### config.mk
export PLATFORM = sky130hd
export DESIGN_NAME = burst_addr_gen
export DESIGN_NICKNAME = d
export VERILOG_FILES = /design/src/rtl/burst_seq_pkg.sv /design/src/rtl/burst_beat_ctr.sv /design/src/rtl/burst_base_reg.sv /design/src/rtl/burst_order_map.sv /design/src/rtl/burst_addr_gen.sv
export SDC_FILE = /design/constraint.sdc
export NUM_CORES = 1
export LEC_CHECK = 0
export BUFFER_PORTS_ARGS = -buffer_cell sky130_fd_sc_hd__buf_2
export CAP_MARGIN = 10
export CORE_UTILIZATION = 46
export DETAILED_ROUTE_END_ITERATION = 7
export PLACE_DENSITY = 0.81
export SETUP_SLACK_MARGIN = 0.02
export SLEW_MARGIN = 20
export SYNTH_ARGS = -nofsm -noshare
export SYNTH_HDL_FRONTEND = slang
export SYNTH_SLANG_ARGS = --single-unit
### constraint.sdc
create_clock -name clk -period 3.56 [get_ports clk]
set_input_delay 0.178 -clock clk [delete_from_list [all_inputs] [get_ports clk]]
set_output_delay 0.178 -clock clk [all_outputs]
set_load 0.02 [all_outputs]
### src/rtl/burst_seq_pkg.sv
package burst_seq_pkg;
   typedef enum logic {
      ORD_INTERLEAVE = 1'b0,
      ORD_LINEAR     = 1'b1
   } burst_order_e;
endpackage

### src/rtl/burst_beat_ctr.sv
module burst_beat_ctr #(
   parameter int CNT_W = 2
) (
   input  logic             clk,
   input  logic             rst_n,
   input  logic             load,
   input  logic             adv,
   output logic [CNT_W-1:0] beat_q,
   output logic [CNT_W-1:0] beat_nxt
);
   localparam logic [CNT_W-1:0] ONE = CNT_W'(1);

   always_comb begin
      if (load)
         beat_nxt = '0;
      else if (adv)
         beat_nxt = beat_q + ONE;
      else
         beat_nxt = beat_q;
   end

   always_ff @(posedge clk) begin
      if (!rst_n)
         beat_q <= '0;
      else
         beat_q <= beat_nxt;
   end
endmodule

### src/rtl/burst_base_reg.sv
module burst_base_reg #(
   parameter int ADDR_W = 20,
   parameter int CNT_W  = 2,
   localparam int HI_W  = ADDR_W - CNT_W
) (
   input  logic              clk,
   input  logic              rst_n,
   input  logic              load,
   input  logic [ADDR_W-1:0] ext_addr,
   output logic [HI_W-1:0]   upper_nxt,
   output logic [CNT_W-1:0]  start_nxt
);
   logic [HI_W-1:0]  upper_q;
   logic [CNT_W-1:0] start_q;

   assign upper_nxt = load ? ext_addr[ADDR_W-1:CNT_W] : upper_q;
   assign start_nxt = load ? ext_addr[CNT_W-1:0]      : start_q;

   always_ff @(posedge clk) begin
      if (!rst_n) begin
         upper_q <= '0;
         start_q <= '0;
      end else begin
         upper_q <= upper_nxt;
         start_q <= start_nxt;
      end
   end
endmodule

### src/rtl/burst_order_map.sv
module burst_order_map
   import burst_seq_pkg::*;
#(
   parameter int CNT_W = 2
) (
   input  logic [CNT_W-1:0] start_low,
   input  logic [CNT_W-1:0] beat_idx,
   input  burst_order_e     order,
   output logic [CNT_W-1:0] low_out
);
   logic [CNT_W-1:0] lin_low;
   logic [CNT_W-1:0] ilv_low;

   assign lin_low = start_low + beat_idx;

   for (genvar i = 0; i < CNT_W; i++) begin : g_ilv
      assign ilv_low[i] = start_low[i] ^ beat_idx[i];
   end

   assign low_out = (order == ORD_LINEAR) ? lin_low : ilv_low;
endmodule

### src/rtl/burst_addr_gen.sv
module burst_addr_gen
   import burst_seq_pkg::*;
#(
   parameter int ADDR_W = 20,
   parameter int CNT_W  = 2
) (
   input  logic              clk,
   input  logic              rst_n,
   input  logic [ADDR_W-1:0] ext_addr,
   input  logic              start_cpu,
   input  logic              start_ctl,
   input  logic              advance,
   input  logic              order_lin,
   output logic [ADDR_W-1:0] cur_addr,
   output logic [CNT_W-1:0]  beat
);
   localparam int HI_W = ADDR_W - CNT_W;

   if (CNT_W < 1 || CNT_W > 8) begin : g_bad_cnt
      $error("burst_addr_gen: CNT_W must be 1..8");
   end
   if (ADDR_W <= CNT_W) begin : g_bad_addr
      $error("burst_addr_gen: ADDR_W must exceed CNT_W");
   end

   logic             load;
   logic [CNT_W-1:0] beat_nxt;
   logic [HI_W-1:0]  upper_nxt;
   logic [CNT_W-1:0] start_nxt;
   logic [CNT_W-1:0] low_nxt;
   logic [ADDR_W-1:0] addr_q;
   burst_order_e     order;

   assign load  = start_cpu | start_ctl;
   assign order = burst_order_e'(order_lin);

   burst_beat_ctr #(.CNT_W(CNT_W)) u_ctr (
      .clk     (clk),
      .rst_n   (rst_n),
      .load    (load),
      .adv     (advance),
      .beat_q  (beat),
      .beat_nxt(beat_nxt)
   );

   burst_base_reg #(.ADDR_W(ADDR_W), .CNT_W(CNT_W)) u_base (
      .clk      (clk),
      .rst_n    (rst_n),
      .load     (load),
      .ext_addr (ext_addr),
      .upper_nxt(upper_nxt),
      .start_nxt(start_nxt)
   );

   burst_order_map #(.CNT_W(CNT_W)) u_map (
      .start_low(start_nxt),
      .beat_idx (beat_nxt),
      .order    (order),
      .low_out  (low_nxt)
   );

   always_ff @(posedge clk) begin
      if (!rst_n)
         addr_q <= '0;
      else
         addr_q <= {upper_nxt, low_nxt};
   end

   assign cur_addr = addr_q;
endmodule

==> results.yml <==
yosys:
  synth_top_family_by_area: "simple AND/OR/NAND/NOR gates"
  seq_area_frac_synth: 0.521
  syn_inst: 105
  yosys.area_share.adder: 0.0136
  synth_compound_area_frac: 0.163
  syn-num-nets: 132
  synth_warnings: 0
  synthXorXnorAreaFrac: 0.0190
  ys_types: 19
  ys_ff_latch: 24
  post_synth.cell_area_avg_sq_um: 8.78
  muxShareOfSynthArea: 0.0231
  synthesis.area_sq_um: 922
  synthSimpleGateAreaFrac: 0.229
critical_path:
  cp-start-kind: "primary input"
  worstPathCellList: "buf_2, nor2_2, nand2_1, nand2_1, ha_1, nand2_1, xor2_1, mux2_1"
  path_buf_inv: 1
  crit_family: "simple AND/OR/NAND/NOR gates"
  worst-path-stages: 8
  reg2regPathDepth: 6
  crit_type: "in -> reg"
  arrival_ns: 1.90
  cpPeakStageDelay_ns: 0.62
  path_common_cell: "nand2_1"
  crit_fanout: 20
  critPathRequiredTime_ns: 3.76
  slowest_stage: "nor2_2"
  end_kind: "flop"
cts:
  worstSkewPairLatency_ns: 0.30
  cts_tree: "done"
  cts_max_level: 1
  post_cts_buffers: 0
  cts_hold_buffers: 0
  clkSlewWorstSetupHoldPaths_ns: 0.12
  cts_buffers: 3
  cts-root-buf: "clkbuf_4"
  clock-sinks: 24
  cts_resized: 0
  clk_path_buf_depth: 2
timing:
  drv_slew: 0
  setup_violations: 0
  period_needed_ns: 1.70
  worstMarginPinSlew_ns: 0.791
  rsz0062_at_grt: "no"
  finalHoldViolCount: 0
  timing.fmax_mhz: 589
  fin_crit_sh: 0.477
  fin_worst_skew_ns: 0.00109
  fin_tns_setup_ns: 0
  relSlewSlack: 0.472
pwr:
  leakage_nw: 0.587
  vdd_drop_max_mv: 0.263
  finalPower_mw: 0.484
  p_per_area_nw_per_um2: 409
finish:
  finalNetCount: 178
  layout_commonest_cell: "buf_2"
  area_delta_synth_final_pct: 28.2
  fill_cells: 174
  n_antenna_cell: 0
  final_cell_mix: "buf_2, nand2_1, dfxtp_1, a21boi_0, and2_1"
  drive_gt1_frac: 0.349
routing:
  vias: 812
  drc_errors: 0
  routedWlPerCell_microns: 10.7
  firstDrtPassIters: 5
  drtIter0Drc: 11
  ant_nets: 0
  vias_per_cell: 4.67
  drt_wl_total_microns: 1860
global_route:
  grt_pass1_vias: 720
  grt_max_degree: 25
  grt_overflow_total: 0
  track_usage: 0.185
  grt_first_pass_wirelength_microns: 2860
  antenna_found_initial: 0
floorplanning:
  die_x_microns: 46.8
  core-area_sq_um: 1800
  die-area_sq_um: 2190
  rows: 15
  initial_utilization: 0.512
  die-height_microns: 46.8
  ioPinCount: 48
placed_design:
  dp_hpwl_microns: 1380
  gp_congestion: 0.697
  place.port_buffers: 47
job:
  max-cap-violations: 0
worst_hold_path:
  whs_path_depth: 3
  hp-class: "in -> reg"
outcome:
  outcome: "finished, final reports clean"
metal layers:
| layer | part of all wire | global-route usage | vias up |
|---|---|---|---|
| met5 | 0 | 0 | - |
| met4 | 0.0091 | 0.103 | 0 |
| met3 | 0.067 | 0.0308 | 2 |
| met2 | 0.48 | 0.317 | 35 |
| met1 | 0.44 | 0.220 | 352 |
| li1 | - | - | 423 |
cells by family after synthesis:
family / count (synthesis)
AND/OR/NAND/NOR: 50
adder cells (fa/ha/maj): 1
XOR/XNOR: 2
flip-flops: 24
buffers and inverters: 6
multiplexers: 2
AO/OA/AOI/OAI: 20
layout make-up:
class,count,area [sq um],share of cell area
flip-flops and latches,24,480,0.406
repair buffers,47,235,0.199
clock buffers,3,22.5,0.0190
well taps,25,31.3,0.0265
multi-input cells,75,413,0.349
worst min-delay path: stages:
cell and delay [ns]:
buf_2 0.09, nand2_1 0.04, a21boi_0 0.06
path summary, 6_finish.rpt:
check / from / end / slack [ns]
setup / recovery: start_ctl / cur_addr[1] / 1.86
hold / removal: ext_addr[17] / cur_addr[17] / 0.11
setup reg to reg: u_ctr.beat_q[0] / cur_addr[1] / 2.03
hold reg to reg: cur_addr[9] / cur_addr[9] / 0.47
cell usage after synthesis:
library cell  number  area (sq um)
or2_1              1          6.26
a21oi_1            1          5.00
a21bo_2            1          10.0
a21boi_0          18           135
nor2_2             1          6.26
xor2_1             1          8.76
nand2_1           40           150
mux2i_1            1          10.0
nor2_1             1          3.75
ha_1               1          12.5
xnor2_1            1          8.76
and2_1             4          25.0
buf_4              1          7.51
nand3b_1           1          7.51
nor2b_1            2          12.5
dfxtp_1           24           480
clkbuf_1           3          11.3
mux2_1             1          11.3
buf_2              2          10.0
sequential cells by signal (all words and copies together) (netlist names):
name	flops
u_ctr.beat_q	2
u_base.start_q	2
cur_addr	20
through the flow:
step	setup WS [ns]	cell area, sq um	util	instances	hold slack (ns)
global placement	1.67	1160	0.644	171	0.431
detailed placement	1.51	1160	0.644	171	0.437
global route	1.76	1180	0.656	174	0.106
CTS	1.84	1180	0.656	174	0.103
floorplan	2.06	922	-	105	0.315
finish	1.86	1180	0.656	174	0.109
where the power goes:
part	leakage [nW]	switching [mW]	internal (mW)
Clock	0.0138	0.0724	0.0395
Sequential	0.199	0.00675	0.285
Combinational	0.374	0.0474	0.0331
Total	0.587	0.127	0.357
(Power assumes the default switching activity.)
